**src/rtl/gpio_irq_pkg.sv**
```systemverilog
package gpio_irq_pkg;

  localparam int unsigned BUS_DW        = 32;
  localparam int unsigned PINS_PER_TYPE = 8;
  localparam int unsigned TYPE_STRIDE   = 4;

  localparam logic [7:0] OFS_DOUT   = 8'h00;
  localparam logic [7:0] OFS_DOE    = 8'h04;
  localparam logic [7:0] OFS_DIN    = 8'h08;
  localparam logic [7:0] OFS_STAT   = 8'h0C;
  localparam logic [7:0] OFS_POL_LO = 8'h10;
  localparam logic [7:0] OFS_IEN    = 8'h14;
  localparam logic [7:0] OFS_POL_HI = 8'h18;
  localparam logic [7:0] OFS_MUX    = 8'h1C;

  typedef enum logic [3:0] {
    SEL_NONE,
    SEL_DOUT,
    SEL_DOE,
    SEL_DIN,
    SEL_STAT,
    SEL_POL_LO,
    SEL_IEN,
    SEL_POL_HI,
    SEL_MUX
  } reg_sel_e;

  function automatic reg_sel_e decode_addr(input logic [7:0] a);
    case (a)
      OFS_DOUT:   return SEL_DOUT;
      OFS_DOE:    return SEL_DOE;
      OFS_DIN:    return SEL_DIN;
      OFS_STAT:   return SEL_STAT;
      OFS_POL_LO: return SEL_POL_LO;
      OFS_IEN:    return SEL_IEN;
      OFS_POL_HI: return SEL_POL_HI;
      OFS_MUX:    return SEL_MUX;
      default:    return SEL_NONE;
    endcase
  endfunction

endpackage

```
**src/rtl/gpio_rst_sync.sv**
```systemverilog
module gpio_rst_sync (
  input  logic clk,
  input  logic rst_n,
  output logic rst_core_n
);

  logic [1:0] stage_q;

  always_ff @(posedge clk or negedge rst_n) begin
    if (!rst_n) begin
      stage_q <= 2'b00;
    end else begin
      stage_q <= {stage_q[0], 1'b1};
    end
  end

  assign rst_core_n = stage_q[1];

endmodule

```
**src/rtl/gpio_sync2.sv**
```systemverilog
module gpio_sync2 #(
  parameter int unsigned W = 12
) (
  input  logic         clk,
  input  logic         rst_n,
  input  logic [W-1:0] d,
  output logic [W-1:0] q
);

  logic [W-1:0] meta_q;
  logic [W-1:0] sync_q;

  always_ff @(posedge clk or negedge rst_n) begin
    if (!rst_n) begin
      meta_q <= '0;
      sync_q <= '0;
    end else begin
      meta_q <= d;
      sync_q <= meta_q;
    end
  end

  assign q = sync_q;

endmodule

```
**src/rtl/gpio_regfile.sv**
```systemverilog
module gpio_regfile
  import gpio_irq_pkg::*;
#(
  parameter int unsigned NPINS = 12
) (
  input  logic              clk,
  input  logic              rst_n,
  input  logic              wr_en,
  input  reg_sel_e          sel,
  input  logic [BUS_DW-1:0] wdata,
  output logic [NPINS-1:0]  dout,
  output logic [NPINS-1:0]  doe,
  output logic [NPINS-1:0]  pol,
  output logic [NPINS-1:0]  ien,
  output logic [BUS_DW-1:0] mux,
  output logic [BUS_DW-1:0] pol_lo_rd,
  output logic [BUS_DW-1:0] pol_hi_rd
);

  localparam int unsigned LO_N = (NPINS < PINS_PER_TYPE) ? NPINS : PINS_PER_TYPE;

  logic [NPINS-1:0]  dout_q, dout_d;
  logic [NPINS-1:0]  doe_q, doe_d;
  logic [NPINS-1:0]  ien_q, ien_d;
  logic [NPINS-1:0]  pol_q, pol_d;
  logic [BUS_DW-1:0] mux_q, mux_d;
  logic [NPINS-1:0]  pol_we;
  logic [NPINS-1:0]  pol_wv;
  logic              dout_en, doe_en, ien_en, mux_en;

  assign dout_en = wr_en && (sel == SEL_DOUT);
  assign doe_en  = wr_en && (sel == SEL_DOE);
  assign ien_en  = wr_en && (sel == SEL_IEN);
  assign mux_en  = wr_en && (sel == SEL_MUX);

  for (genvar i = 0; i < NPINS; i++) begin : g_pol
    if (i < PINS_PER_TYPE) begin : g_lo
      assign pol_we[i] = wr_en && (sel == SEL_POL_LO);
      assign pol_wv[i] = wdata[TYPE_STRIDE*i];
    end else begin : g_hi
      assign pol_we[i] = wr_en && (sel == SEL_POL_HI);
      assign pol_wv[i] = wdata[TYPE_STRIDE*(i-PINS_PER_TYPE)];
    end
  end

  always_comb begin
    dout_d = dout_en ? wdata[NPINS-1:0] : dout_q;
    doe_d  = doe_en  ? wdata[NPINS-1:0] : doe_q;
    ien_d  = ien_en  ? wdata[NPINS-1:0] : ien_q;
    mux_d  = mux_en  ? wdata            : mux_q;
    for (int i = 0; i < NPINS; i++) begin
      pol_d[i] = pol_we[i] ? pol_wv[i] : pol_q[i];
    end
  end

  always_ff @(posedge clk or negedge rst_n) begin
    if (!rst_n) begin
      dout_q <= '0;
      doe_q  <= '0;
      ien_q  <= '0;
      pol_q  <= '0;
      mux_q  <= '0;
    end else begin
      if (dout_en)   dout_q <= dout_d;
      if (doe_en)    doe_q  <= doe_d;
      if (ien_en)    ien_q  <= ien_d;
      if (mux_en)    mux_q  <= mux_d;
      if (|pol_we)   pol_q  <= pol_d;
    end
  end

  always_comb begin
    pol_lo_rd = '0;
    pol_hi_rd = '0;
    for (int i = 0; i < LO_N; i++) begin
      pol_lo_rd[TYPE_STRIDE*i] = pol_q[i];
    end
    for (int i = PINS_PER_TYPE; i < NPINS; i++) begin
      pol_hi_rd[TYPE_STRIDE*(i-PINS_PER_TYPE)] = pol_q[i];
    end
  end

  assign dout = dout_q;
  assign doe  = doe_q;
  assign pol  = pol_q;
  assign ien  = ien_q;
  assign mux  = mux_q;

endmodule

```
**src/rtl/gpio_irq_latch.sv**
```systemverilog
module gpio_irq_latch #(
  parameter int unsigned NPINS = 12
) (
  input  logic             clk,
  input  logic             rst_n,
  input  logic [NPINS-1:0] lvl,
  input  logic [NPINS-1:0] pol,
  input  logic [NPINS-1:0] clr,
  input  logic [NPINS-1:0] ien,
  output logic [NPINS-1:0] act,
  output logic [NPINS-1:0] status,
  output logic             irq
);

  logic [NPINS-1:0] stat_q, stat_d;

  assign act = lvl ^ pol;

  always_comb begin
    for (int i = 0; i < NPINS; i++) begin
      stat_d[i] = clr[i] ? 1'b0 : (stat_q[i] | act[i]);
    end
  end

  always_ff @(posedge clk or negedge rst_n) begin
    if (!rst_n) begin
      stat_q <= '0;
    end else begin
      stat_q <= stat_d;
    end
  end

  assign status = stat_q;
  assign irq    = |(stat_q & ien);

endmodule

```
**src/rtl/lvl_gpio_irq_ctrl.sv**
```systemverilog
module lvl_gpio_irq_ctrl
  import gpio_irq_pkg::*;
#(
  parameter int unsigned NPINS = 12,
  parameter int unsigned AW    = 6
) (
  input  logic              clk,
  input  logic              rst_n,
  input  logic [AW-1:0]     bus_addr,
  input  logic              bus_wr,
  input  logic [BUS_DW-1:0] bus_wdata,
  input  logic              bus_rd,
  output logic [BUS_DW-1:0] bus_rdata,
  input  logic [NPINS-1:0]  pin_in,
  output logic [NPINS-1:0]  pin_out,
  output logic [NPINS-1:0]  pin_oe,
  output logic [BUS_DW-1:0] mux_word,
  output logic              irq
);

  logic              rst_core_n;
  logic [7:0]        addr8;
  reg_sel_e          sel;
  logic [NPINS-1:0]  lvl_sync;
  logic [NPINS-1:0]  pol;
  logic [NPINS-1:0]  ien;
  logic [NPINS-1:0]  act;
  logic [NPINS-1:0]  status;
  logic [NPINS-1:0]  clr_vec;
  logic [BUS_DW-1:0] pol_lo_rd, pol_hi_rd;
  logic [BUS_DW-1:0] rd_val;
  logic [BUS_DW-1:0] rdata_q, rdata_d;

  assign addr8   = 8'(bus_addr);
  assign sel     = decode_addr(addr8);
  assign clr_vec = (bus_wr && (sel == SEL_STAT)) ? bus_wdata[NPINS-1:0] : '0;

  gpio_rst_sync u_rst (
    .clk        (clk),
    .rst_n      (rst_n),
    .rst_core_n (rst_core_n)
  );

  gpio_sync2 #(.W(NPINS)) u_sync (
    .clk   (clk),
    .rst_n (rst_core_n),
    .d     (pin_in),
    .q     (lvl_sync)
  );

  gpio_regfile #(.NPINS(NPINS)) u_regs (
    .clk       (clk),
    .rst_n     (rst_core_n),
    .wr_en     (bus_wr),
    .sel       (sel),
    .wdata     (bus_wdata),
    .dout      (pin_out),
    .doe       (pin_oe),
    .pol       (pol),
    .ien       (ien),
    .mux       (mux_word),
    .pol_lo_rd (pol_lo_rd),
    .pol_hi_rd (pol_hi_rd)
  );

  gpio_irq_latch #(.NPINS(NPINS)) u_latch (
    .clk    (clk),
    .rst_n  (rst_core_n),
    .lvl    (lvl_sync),
    .pol    (pol),
    .clr    (clr_vec),
    .ien    (ien),
    .act    (act),
    .status (status),
    .irq    (irq)
  );

  always_comb begin
    rd_val = '0;
    case (sel)
      SEL_DOUT:   rd_val[NPINS-1:0] = pin_out;
      SEL_DOE:    rd_val[NPINS-1:0] = pin_oe;
      SEL_DIN:    rd_val[NPINS-1:0] = lvl_sync;
      SEL_STAT:   rd_val[NPINS-1:0] = status;
      SEL_IEN:    rd_val[NPINS-1:0] = ien;
      SEL_POL_LO: rd_val            = pol_lo_rd;
      SEL_POL_HI: rd_val            = pol_hi_rd;
      SEL_MUX:    rd_val            = mux_word;
      default:    rd_val            = '0;
    endcase
    rdata_d = rd_val;
  end

  always_ff @(posedge clk or negedge rst_core_n) begin
    if (!rst_core_n) begin
      rdata_q <= '0;
    end else if (bus_rd) begin
      rdata_q <= rdata_d;
    end
  end

  assign bus_rdata = rdata_q;

endmodule

```
**config.mk**
```make
export PLATFORM = sky130hd
export DESIGN_NAME = lvl_gpio_irq_ctrl
export DESIGN_NICKNAME = d
export VERILOG_FILES = /design/src/rtl/gpio_irq_pkg.sv /design/src/rtl/gpio_rst_sync.sv /design/src/rtl/gpio_sync2.sv /design/src/rtl/gpio_regfile.sv /design/src/rtl/gpio_irq_latch.sv /design/src/rtl/lvl_gpio_irq_ctrl.sv
export SDC_FILE = /design/constraint.sdc
export NUM_CORES = 1
export LEC_CHECK = 0
export BUFFER_PORTS_ARGS = -buffer_cell sky130_fd_sc_hd__buf_2
export CORE_MARGIN = 2
export CORE_UTILIZATION = 55
export CTS_BUF_LIST = sky130_fd_sc_hd__clkbuf_4 sky130_fd_sc_hd__clkbuf_8
export CTS_CLUSTER_DIAMETER = 60
export DETAILED_ROUTE_END_ITERATION = 8
export HOLD_SLACK_MARGIN = 0.1
export PLACE_DENSITY = 0.87
export SLEW_MARGIN = 40
export SYNTH_ARGS = -nofsm -noshare
export SYNTH_HDL_FRONTEND = slang
export SYNTH_SLANG_ARGS = --single-unit
```
**constraint.sdc**
```tcl
create_clock -name clk -period 12.2 [get_ports clk]
set_input_delay 0.61 -clock clk [delete_from_list [all_inputs] [get_ports clk]]
set_output_delay 0.61 -clock clk [all_outputs]
set_load 0.005 [all_outputs]
```
[Yosys cells after proc, flatten, opt, wreduce, memory -nomap -nowiden]
Memories as Yosys holds them, arrays and structs flattened.
Index checks and enable logic that the tools add are counted.
Word-level totals
  register bits after elaboration: 150
  bits in read-only memories: 128
  input port bits: 54
  logic and storage cells: 62
  memories kept: 1
Cells by class
  equality and inequality tests: 8
  multiplexer cells: 16
  bitwise operators: 14
  reductions and logical operators: 12
Memory list
  (no name shown): depth 32, width 4, rd ports 1, clocked after Yosys merged registers in 0, wr ports 0, RTL line gpio_irq_pkg.sv:29  | case (a)
Operators by type and width (count)
  $pmux W12 S8: 1
  $pmux W20 S3: 1
  $eq A4 B3 Y1 const B: 4
  $and A12 B12 Y12: 1
  $mux W1: 12
  $mux W12: 1
  $or A1 B1 Y1: 12
  $reduce_or A12 Y1: 1
  $xor A12 B12 Y12: 1
  $eq A4 B2 Y1 const B: 2
  $logic_and A1 B1 Y1: 7
  $eq A4 B1 Y1 const B: 1
  $eq A4 B4 Y1 const B: 1
  $mux W4: 1
  $reduce_and A2 Y1: 2
  $logic_not A3 Y1: 1
  $reduce_or A2 Y1: 1

[Longest topological paths before layout]
Gate-level depths: netlist of run 1.
  word-level depth: 6
  depth in mapped cells: 6
  depth with buffers taken out: 4

[Cells and area by module]
A second synthesis of run 1 with hierarchy kept.
Second synthesis, totals
  cell total of the unflattened synthesis: 616
  area, all modules: 7623.6 µm²
By module, submodules not included
  gpio_regfile: instances 1, cells an instance 242, area each 3697.3 µm², sequential area each 2001.9 µm²
  lvl_gpio_irq_ctrl: instances 1, cells an instance 292, area each 2712.6 µm², sequential area each 800.8 µm²
  gpio_sync2: instances 1, cells an instance 24, area each 600.6 µm², sequential area each 600.6 µm²
  gpio_irq_latch: instances 1, cells an instance 55, area each 559.3 µm², sequential area each 300.3 µm²
  gpio_rst_sync: instances 1, cells an instance 3, area each 53.8 µm², sequential area each 50.0 µm²

[Worst setup path after synthesis of run 1]
OpenSTA, ideal clock, no wires.
  path kind: input to register
  start point: input port bus_addr[2]
  end point: register u_regs.pol_q[0], in the netlist u_regs.pol[0]
  library setup time: 125 ps
  data arrival time: 1757 ps
  data required time: 12075 ps
  setup slack: 10318 ps
  cell stages on the path: 5
  buffers on the path: 1
  cells stage by stage: buf_2 > inv_2 > nand3_4 > nor3b_4 > mux2_2
Between the ends
  word-level cells in the longest chain between the ends: 6
  elaborated cells between the ends (all ways): 8
RTL lines
  from (decl): RTL line lvl_gpio_irq_ctrl.sv:9  | input logic [AW-1:0] bus_addr,
  $mem_v2 Z32 W4 *
  $mux W4 *: RTL line gpio_irq_pkg.sv:29
  $eq A4 B3 Y1, on equally long branches: RTL line gpio_regfile.sv:38, gpio_regfile.sv:41
  $logic_and A1 B1 Y1, on equally long branches: RTL line gpio_regfile.sv:38, gpio_regfile.sv:41
  $reduce_or A2 Y1: RTL line gpio_regfile.sv:68  | if (|pol_we) pol_q <= pol_d;
  $reduce_and A2 Y1 (no source line) *
  to (signal assigned): RTL line gpio_regfile.sv:68
  to (decl): RTL line gpio_regfile.sv:25  | logic [NPINS-1:0] pol_q, pol_d;
Every way passes the cells marked *; elsewhere a longest branch is shown, timed or not.
A chain may end at the register's enable or synchronous reset.

[Worst setup path after layout of run 1]
  start point: register u_latch.stat_q[3], in the netlist u_latch.status[3]
  end point: output port irq
Between the ends
  word-level cells in the longest chain between the ends: 2
RTL lines
  from (decl): RTL line gpio_irq_latch.sv:15  | logic [NPINS-1:0] stat_q, stat_d;
  from (signal assigned): RTL line gpio_irq_latch.sv:29  | stat_q <= stat_d;
  $and A12 B12 Y12: RTL line gpio_irq_latch.sv:34  | assign irq = |(stat_q & ien);
  $reduce_or A12 Y1: RTL line gpio_irq_latch.sv:34
  to (decl): RTL line lvl_gpio_irq_ctrl.sv:18  | output logic irq
No other way between the ends.

==> results.yml, run 1 <==
floorplan:
  fp.coreArea_um2: 11300
  io_pins: 143
  fp.dieH_um: 111
  die-area_um2: 12300
  start_util_pct: 55.7
  die_w_um: 111
  rows: 39
critical_path:
  slowest_stage: "a221oi_1"
  critPathMaxFanout: 3
  worstPathRequired_ns: 11.59
  startpoint_type: "flop"
  path_cells: "a22o_1, a221oi_1, nand3_1, buf_2"
  reg2reg_depth: 4
  worst-setup-path-type: "flop to output port"
  critical_path.max_stage_delay_ns: 0.41
  cp.arrival_ns: 1.84
  cp-end-kind: "output port"
cells_and_area:
  area_growth_pct: 18.7
  diodes: 0
  nets: 622
  drive_above_1_share_pct: 49.1
sta:
  whs_ns: 0.148
  slew_violations: 0
  relSlewSlack_pct: 45.5
  fmax_ghz: 0.408
  setup_viol: 0
  rsz0062_at_grt: "no"
  min_period_ns: 2.45
  fin_crit_sh_pct: 20.1
  skew_ns: 0.0101
  tightest_slew_ns: 0.818
  final_hold_viol_count: 0
  finalSetupTns_ns: 0
drt:
  first_pass_iters: 5
  routed_wl_mm: 15.1
  drtAntennaViolNets: 0
  vias: 4322
  first_iter_violations: 332
  routed_via_density: 5.99
  post_drt_wl_per_cell_um: 20.8
  drcViolationCount: 0
flow_run:
  maxCapViolations: 0
yosys:
  syn_area_um2: 6310
  yosysSeqAreaShare_pct: 59.5
  syn_avg_cell_area_um2: 14.8
  syn_nets: 481
  synth_ff_type: "dfrtp_1"
  async_flop_share_pct: 100
  synth_edf_count: 0
  synth_seq_cells: 150
  netlist_instances: 427
  ys_types: 38
  yosysWarnings: 0
placement:
  portBuffers: 142
  dp_hpwl_mm: 10.1
  place.gp.congestion: 0.863
clock_network:
  clock-sinks: 150
  ctsLongestPathBuffers: 2
  insertion_delay_ns: 0.45
  clk_pin_slew_ns: 0.08
  cts_tree: "built"
  postCtsSetupBuffers: 0
  cts.htree.levels: 4
  cts_made_buffers: 17
  cts_root_buffer: "clkbuf_8"
global_route:
  grt_pass1_vias: 4365
  track_usage_pct: 25.0
  grt_max_degree: 70
  overflow: 0
  antenna_found_initial: 0
  grt_pass1_wl_mm: 23.6
power_and_ir_drop:
  p_leak_nw: 3.82
  ir_drop_mv: 0.111
  pwr_density_cell_nw_per_um2: 145
hold_path:
  hold_path.class: "flop to async pin"
outcome:
  status: "finished clean"
==> worst max-delay path: cells and delay by family (launching register included) <==
kind,cells,cell delay (ns)
flops,1,0.40
simple gates,1,0.16
buf+inv,1,0.17
compound gates,2,0.67
==> area by class of cell <==
class / count / area, um2
Sequential cell: 150 / 3760
Multi-Input combinational cell: 251 / 2400
Inverter: 2 / 7.51
Fill cell: 817 / 3830
Clock inverter: 4 / 45.0
Clock buffer: 26 / 327
Timing Repair Buffer: 146 / 772
Tap cell: 143 / 179
==> kinds of logic after synthesis <==
kind of cell           after synthesis  share of synthesized area, %
multiplexers                       107                          21.6
AO/OA/AOI/OAI                       83                          9.84
XOR/XNOR                            12                          1.67
flip-flops                         150                          59.5
buffers and inverters               26                          2.56
AND/OR/NAND/NOR                     48                          4.80
other                                1                        0.0595
==> sequential cells by signal, summed over array words and instances, names as in the netlist <==
register        flops
bus_rdata          32
u_regs.mux         32
u_latch.status     12
u_regs.doe         12
u_regs.dout        12
u_regs.ien         12
u_regs.pol         12
u_sync.meta_q      12
u_sync.q           12
u_rst.stage_q       2
==> layout by cell type, fill, tap and decap left out, types with 5 or more instances in the layout <==
cell type  instances
mux2_4            30
nor2_1            22
a211o_1            8
a22o_1            18
a21oi_1           21
mux2i_1           11
buf_2            142
mux2_2            61
nand2_1            6
a221oi_1           5
o2bb2ai_1          8
dfrtp_1          149
clkbuf_4           5
a31oi_1            7
a22oi_1           10
mux4_2             5
xor2_1            12
clkbuf_8          21
==> worst paths after layout <==
kind,start,endpoint,slack (ns)
min,u_rst.stage_q[1],u_regs.pol[2],0.15
min reg2reg,u_rst.stage_q[1],u_regs.pol[2],0.15
min in group clk,pin_in[0],u_sync.meta_q[0],0.26
max,u_latch.status[3],irq,9.75
max reg2reg,u_regs.pol[1],bus_rdata[4],10.85
max in group asynchronous,u_rst.stage_q[1],bus_rdata[23],11.23
==> per-stage QoR <==
| step | util, % | instances | area, um2 | power, mW | setup WS, ns |
|---|---|---|---|---|---|
| floorplan | - | 427 | 6310 | 0.661 | 7.71 |
| global placement | 62.3 | 689 | 7050 | 0.718 | 9.48 |
| detailed placement | 62.7 | 691 | 7100 | 0.728 | 9.41 |
| CTS | 66.1 | 722 | 7480 | 1.09 | 9.81 |
| global route | 66.1 | 722 | 7490 | 1.13 | 9.60 |
| finish | 66.1 | 722 | 7490 | 1.08 | 9.75 |
==> where the power goes <==
group | internal (mW) | switching (mW) | leakage [nW]
combinational | 0.0804 | 0.0627 | 1.71
clock | 0.191 | 0.172 | 0.200
sequential | 0.540 | 0.0371 | 1.91
==> synth_stat cells (3+ instances only) <==
| master | count | share of area [%] |
|---|---|---|
| buf_6 | 5 | 0.89 |
| dfrtp_1 | 150 | 60 |
| clkbuf_1 | 4 | 0.24 |
| nor2_1 | 22 | 1.3 |
| mux2_2 | 61 | 11 |
| a22o_1 | 18 | 2.5 |
| a211o_1 | 8 | 1.1 |
| mux2i_1 | 11 | 1.7 |
| mux4_2 | 5 | 1.8 |
| a32oi_1 | 3 | 0.42 |
| a31oi_1 | 7 | 0.69 |
| a21oi_1 | 21 | 1.7 |
| buf_4 | 3 | 0.36 |
| buf_2 | 12 | 0.95 |
| a221oi_1 | 5 | 0.69 |
| xor2_1 | 12 | 1.7 |
| mux2_4 | 30 | 7.1 |
| and2_1 | 3 | 0.30 |
| nand2_1 | 6 | 0.36 |
| a22oi_1 | 10 | 1.2 |
| o2bb2ai_1 | 8 | 1.1 |
==> routing by layer <==
metal	GRT usage (%)	vias to the layer above	routed length, um
li1	-	1860	-
met1	33.4	2214	6350
met2	38.3	217	7080
met3	8.42	31	1260
met4	9.79	0	349
met5	0	-	0
==> what timing repair did <==
action,4_1_cts,5_1_grt
endpoints found under the setup margin,0,0
hold buffers,1,0
hold endpoints to repair,2,0
gates resized for setup,0,0
No activity file was read; power rests on OpenSTA's default activity.
==> run 2, diff against run 1 <==
--- a/config.mk
+++ b/config.mk
@@ -5,14 +5,15 @@
 export SDC_FILE = /design/constraint.sdc
 export NUM_CORES = 1
 export LEC_CHECK = 0
+export ABC_AREA = 1
 export BUFFER_PORTS_ARGS = -buffer_cell sky130_fd_sc_hd__buf_2
 export CORE_MARGIN = 2
-export CORE_UTILIZATION = 55
+export CORE_UTILIZATION = 51
 export CTS_BUF_LIST = sky130_fd_sc_hd__clkbuf_4 sky130_fd_sc_hd__clkbuf_8
 export CTS_CLUSTER_DIAMETER = 60
 export DETAILED_ROUTE_END_ITERATION = 8
 export HOLD_SLACK_MARGIN = 0.1
-export PLACE_DENSITY = 0.87
+export PLACE_DENSITY = 0.85
 export SLEW_MARGIN = 40
 export SYNTH_ARGS = -nofsm -noshare
 export SYNTH_HDL_FRONTEND = slang
==> constraint.sdc (replaced) <==
create_clock -name clk -period 2.2 [get_ports clk]
set_input_delay 0.11 -clock clk [delete_from_list [all_inputs] [get_ports clk]]
set_output_delay 0.11 -clock clk [all_outputs]
set_load 0.005 [all_outputs]
==> run 2 against run 1 <==
Compared with the run above:
- sequential power rose to 5.5 times the previous value
- clock skew rose by 0.0024 ns
- die area increased by 9.4%
- critical endpoint unchanged
==> results.yml, run 2 <==
global_route:
  grt_pass1_vias: 5375
  grt_pass1_wl_mm: 27.9
  antenna_found_initial: 0
  overflow: 0
  grt_max_degree: 42
  track_usage_pct: 27.7
clock_network:
  insertion_delay_ns: 0.46
  ctsLongestPathBuffers: 2
  clock-sinks: 150
  postCtsSetupBuffers: 0
  cts_made_buffers: 17
  cts_resized: 0
  cts.htree.levels: 4
  cts_root_buffer: "clkbuf_8"
  clk_pin_slew_ns: 0.08
  cts_tree: "built"
  cts_hold_buffers: 46
drt:
  first_iter_violations: 660
  drcViolationCount: 0
  routed_via_density: 5.41
  vias: 5612
  routed_wl_mm: 17.9
  first_pass_iters: 5
  post_drt_wl_per_cell_um: 17.2
  drtAntennaViolNets: 0
floorplan:
  fp.dieH_um: 116
  io_pins: 143
  die_w_um: 116
  die-area_um2: 13500
  fp.coreArea_um2: 12200
  start_util_pct: 52.8
  rows: 40
placement:
  place.gp.congestion: 0.921
  dp_hpwl_mm: 12.2
  portBuffers: 142
  pre_cts_slack_ns: 0.313
hold_path:
  hold_path.class: "input pin to flop"
  min_path_cells: 4
  holdPathEnd: "bus_rdata[6]"
  min-delay-start: "bus_rd"
sta:
  finalSetupTns_ns: 0
  setup_viol: 0
  tightest_slew_ns: 0.582
  min_period_ns: 1.90
  fin_crit_sh_pct: 86.2
  final_hold_viol_count: 0
  fmax_ghz: 0.527
  skew_ns: 0.0126
  slew_violations: 0
  relSlewSlack_pct: 61.1
  rsz0062_at_grt: "no"
  layout_setup_ws_ns: 0.304
critical_path:
  reg2reg_to: "bus_rdata[4]"
  cp-end-kind: "output port"
  worst-setup-path-type: "flop to output port"
  regToRegStartpoint: "u_latch.status[4]"
  startpoint_type: "flop"
  reg2reg_depth: 8
  critPathMaxFanout: 3
  cp.arrival_ns: 1.79
  r2r_setup_slack_ns: 0.94
  worstPathRequired_ns: 2.09
yosys:
  synth_top_area_cell: "dfrtp_1"
  async_flop_share_pct: 100
  yosysMostFrequentCell: "nand2_1"
  syn_area_um2: 6420
  yosysWarnings: 0
  synth_edf_count: 0
  yosysSeqAreaShare_pct: 58.5
  ys_top_cells_by_count: "189 x nand2_1, 150 x dfrtp_1, 50 x inv_1"
  ys_types: 31
  synth_ff_type: "dfrtp_1"
  syn_avg_cell_area_um2: 9.59
  syn_nets: 723
  synth_seq_cells: 150
  synth.top_cell.area_share_pct: 58.5
  netlist_instances: 669
  synth.area.top_cells: "dfrtp_1 59%, nand2_1 11%, nand4_1 4.0%"
power_and_ir_drop:
  p_leak_nw: 4.25
  ir_drop_mv: 0.476
  pwr_density_cell_nw_per_um2: 728
  total_power_mw: 5.94
cells_and_area:
  regArea_um2: 3760
  final_cell_mix: "189 x nand2_1, 149 x dfrtp_1, 142 x buf_2, 50 x inv_1, 46 x dlygate4sd3_1"
  layout_commonest_cell: "nand2_1"
  drive_above_1_share_pct: 26.1
  diodes: 0
  fillers: 938
  area_growth_pct: 27.0
  nets: 913
  multiInputGateArea_um2: 2300
flow_run:
  maxCapViolations: 0
outcome:
  status: "finished clean"
run 2: cell count changes after synthesis, sizes merged, moves of 12 or more:
cell and delta:
o21ai +77, a22o -15, mux2 -79, nand3 +31, nand2 +190, nand4 +41
o22ai +12, inv +51
run 2: final cells by class:
class	instances	share of cell area, %
Sequential cell	150	46.1
Multi-Input combinational cell	436	28.3
Timing Repair Buffer	201	16.0
Clock buffer	26	4.01
Tap cell	168	2.58
Inverter	53	2.44
Clock inverter	4	0.553
run 2: routing by layer:
metal	GRT usage, %	up-vias	routed length, um
met3	5.24	57	1390
met2	41.1	290	8140
met4	15.2	0	659
met5	0	-	0
li1	-	2602	-
met1	39.0	2663	7670
run 2: kinds of logic (layout without fill, tap and decap cells):
group / Yosys count / count (layout) / synth area share (%)
compound gates: 110 / 110 / 9.87
mux: 12 / 12 / 2.69
other cells: 1 / 1 / 0.0584
xor+xnor: 12 / 12 / 1.64
simple gates: 301 / 301 / 21.6
buf+inv: 83 / 284 / 5.60
flops: 150 / 150 / 58.5
run 2: worst max-delay path, stage by stage, from the launching register on:
cell	delay [ns]
dfrtp_1	0.45
a22o_1	0.26
a221oi_1	0.24
nand3_1	0.20
buf_2	0.18
run 2: per-stage QoR:
step / util (%) / hold slack [ns] / cells / cell area [um2]
after floorplan: - / -0.186 / 669 / 6420
after detailed placement: 60.2 / -0.101 / 962 / 7320
after CTS: 67.0 / 0.156 / 1038 / 8150
after global routing: 67.0 / 0.184 / 1038 / 8150
after global placement: 60.2 / -0.102 / 962 / 7320
final: 67.0 / 0.186 / 1038 / 8150
run 2: worst max-delay path by stage:
stage,endpoint,slack [ns],cells past startpoint,startpoint
after detailed placement,u_regs.doe[8],0.31,10,bus_addr[3]
final,irq,0.30,4,u_latch.status[4]
after CTS,irq,0.33,4,u_latch.status[2]
after floorplan,bus_rdata[0],0.63,0,u_rst.stage_q[1]
after global routing,irq,0.23,4,u_latch.status[4]
after global placement,u_regs.doe[7],0.38,10,bus_addr[4]
run 2: power breakdown:
part | internal (mW) | switching [mW] | total [mW] | leakage (nW)
logic | 0.357 | 0.383 | 0.740 | 2.13
registers | 2.96 | 0.212 | 3.18 | 1.91
clock network | 1.06 | 0.960 | 2.02 | 0.200
total | 4.38 | 1.55 | 5.94 | 4.25
==> run 3, diff against run 2 <==
--- a/config.mk
+++ b/config.mk
@@ -13,8 +13,10 @@
 export CTS_CLUSTER_DIAMETER = 60
 export DETAILED_ROUTE_END_ITERATION = 8
 export HOLD_SLACK_MARGIN = 0.1
-export PLACE_DENSITY = 0.85
+export PLACE_DENSITY = 0.86
+export SETUP_SLACK_MARGIN = 0.02
 export SLEW_MARGIN = 40
 export SYNTH_ARGS = -nofsm -noshare
 export SYNTH_HDL_FRONTEND = slang
 export SYNTH_SLANG_ARGS = --single-unit
+export TNS_END_PERCENT = 100
==> run 3 against run 2 <==
Compared with the run above:
- power up 8.4%
- clock skew down 0.0021 ns
- first-iteration DRC count down 16%
- critical path type unchanged
- critical endpoint unchanged
- highest routed layer unchanged
==> results.yml, run 3 (synthesized netlist as in run 2, its figures left out) <==
outcome:
  status: "finished clean"
drt:
  post_drt_wl_per_cell_um: 17.2
  routed_wl_mm: 17.9
  first_pass_iters: 5
  first_iter_violations: 557
  routed_via_density: 5.38
  drtAntennaViolNets: 0
  vias: 5615
  drcViolationCount: 0
clock_network:
  cts_hold_buffers: 46
  cts_tree: "built"
  clock-sinks: 150
  insertion_delay_ns: 0.45
  cts_resized: 0
  cts_root_buffer: "clkbuf_8"
  cts_made_buffers: 17
  cts.htree.levels: 4
  postCtsSetupBuffers: 0
  ctsLongestPathBuffers: 2
  clk_pin_slew_ns: 0.08
sta:
  finalSetupTns_ns: 0
  skew_ns: 0.0104
  fmax_ghz: 0.558
  slew_violations: 0
  tightest_slew_ns: 0.657
  relSlewSlack_pct: 56.2
  fin_crit_sh_pct: 81.5
  final_hold_viol_count: 0
  setup_viol: 0
  rsz0062_at_grt: "no"
  min_period_ns: 1.79
cells_and_area:
  layout_commonest_cell: "nand2_1"
  area_growth_pct: 29.0
  fillers: 943
  final_cell_mix: "189 x nand2_1, 149 x dfrtp_1, 142 x buf_2, 50 x inv_1, 46 x dlygate4sd3_1"
  final_util_pct: 68.1
  drive_above_1_share_pct: 26.4
  nets: 915
critical_path:
  critical_path.max_stage_delay_ns: 0.42
  worst-setup-path-type: "flop to output port"
  critPathMaxFanout: 3
  path_cells: "a22o_1, a221oi_1, nand3_1, buf_2"
  worstPathRequired_ns: 2.09
  startpoint_type: "flop"
  cp.arrival_ns: 1.68
  slowest_stage: "dfrtp_1"
  r2r_setup_slack_ns: 0.94
  cp-end-kind: "output port"
global_route:
  track_usage_pct: 27.9
  grt_pass1_vias: 5464
  overflow: 0
  antenna_found_initial: 1
  grt_pass1_wl_mm: 28.0
  grt_max_degree: 50
hold_path:
  hold_path.class: "input pin to flop"
power_and_ir_drop:
  power_switching_mw: 1.61
  clkPwrFrac_pct: 39.3
  pwr_density_cell_nw_per_um2: 777
  p_leak_nw: 4.30
  intPower_mw: 4.82
  p_sw_share_pct: 25.0
  seq_power_share_pct: 49.3
  combPwrFrac_pct: 11.4
  ir_drop_mv: 0.638
placement:
  place.gp.congestion: 0.970
  dp_hpwl_mm: 12.1
  portBuffers: 142
floorplan:
  die_w_um: 116
  start_util_pct: 52.8
  fp.dieH_um: 116
  fp.coreArea_um2: 12200
  rows: 40
  die-area_um2: 13500
  io_pins: 143
flow_run:
  maxCapViolations: 0
-- run 3: per-layer routing --
| layer | GRT usage, % | up-vias | share of wire, % | wire length, um |
|---|---|---|---|---|
| met5 | 0 | - | 0 | 0 |
| met4 | 11.6 | 0 | 3.3 | 582 |
| met3 | 7.73 | 55 | 8.7 | 1560 |
| met2 | 43.3 | 275 | 48 | 8510 |
| met1 | 37.6 | 2681 | 40 | 7240 |
| li1 | - | 2604 | - | - |
-- run 3: final timing paths --
| kind | cells past startpoint | startpoint | end |
|---|---|---|---|
| min | 3 | bus_rd | bus_rdata[17] |
| max reg2reg | 8 | u_latch.status[0] | bus_rdata[0] |
| min reg2reg | 0 | u_sync.meta_q[6] | u_sync.q[6] |
| min in group asynchronous | 0 | u_rst.stage_q[1] | u_sync.q[7] |
| max in group asynchronous | 1 | u_rst.stage_q[1] | u_regs.doe[1] |
| max | 4 | u_latch.status[4] | irq |
-- run 3: layout make-up --
class                      count  area, um2  area share (%)
inverter                      53        199            2.40
clock inverter                13        228            2.75
antenna                        1       2.50          0.0302
multi-input combinational    436       2300            27.8
timing repair buffer         203       1320            16.0
clock buffer                  19        255            3.08
sequential                   150       3760            45.4
tap                          168        210            2.54
-- run 3: per-stage QoR --
step | instances | area, um2 | total power, mW | hold WS (ns) | setup slack, ns
finish | 1043 | 8280 | 6.43 | 0.161 | 0.406
global route | 1043 | 8280 | 6.70 | 0.166 | 0.236
CTS | 1042 | 8270 | 6.45 | 0.134 | 0.387
detailed placement | 964 | 7330 | 3.88 | -0.0934 | 0.391
global placement | 964 | 7330 | 3.85 | -0.0970 | 0.465
floorplan | 669 | 6420 | 3.49 | -0.186 | 0.631
-- run 3: power by group through the flow --
stage | clock network, mW | logic, mW | registers, mW
floorplan | 0 | 0.293 | 3.20
global placement | 0 | 0.643 | 3.21
detailed placement | 0 | 0.667 | 3.21
CTS | 2.55 | 0.732 | 3.16
global route | 2.68 | 0.822 | 3.20
finish | 2.53 | 0.736 | 3.17
-- run 3: worst max-delay path, delay by kind of cell (launching register included) --
family | cells | cell delay [ns]
simple gates | 1 | 0.15
compound gates | 2 | 0.51
flops | 1 | 0.42
buf+inv | 1 | 0.16
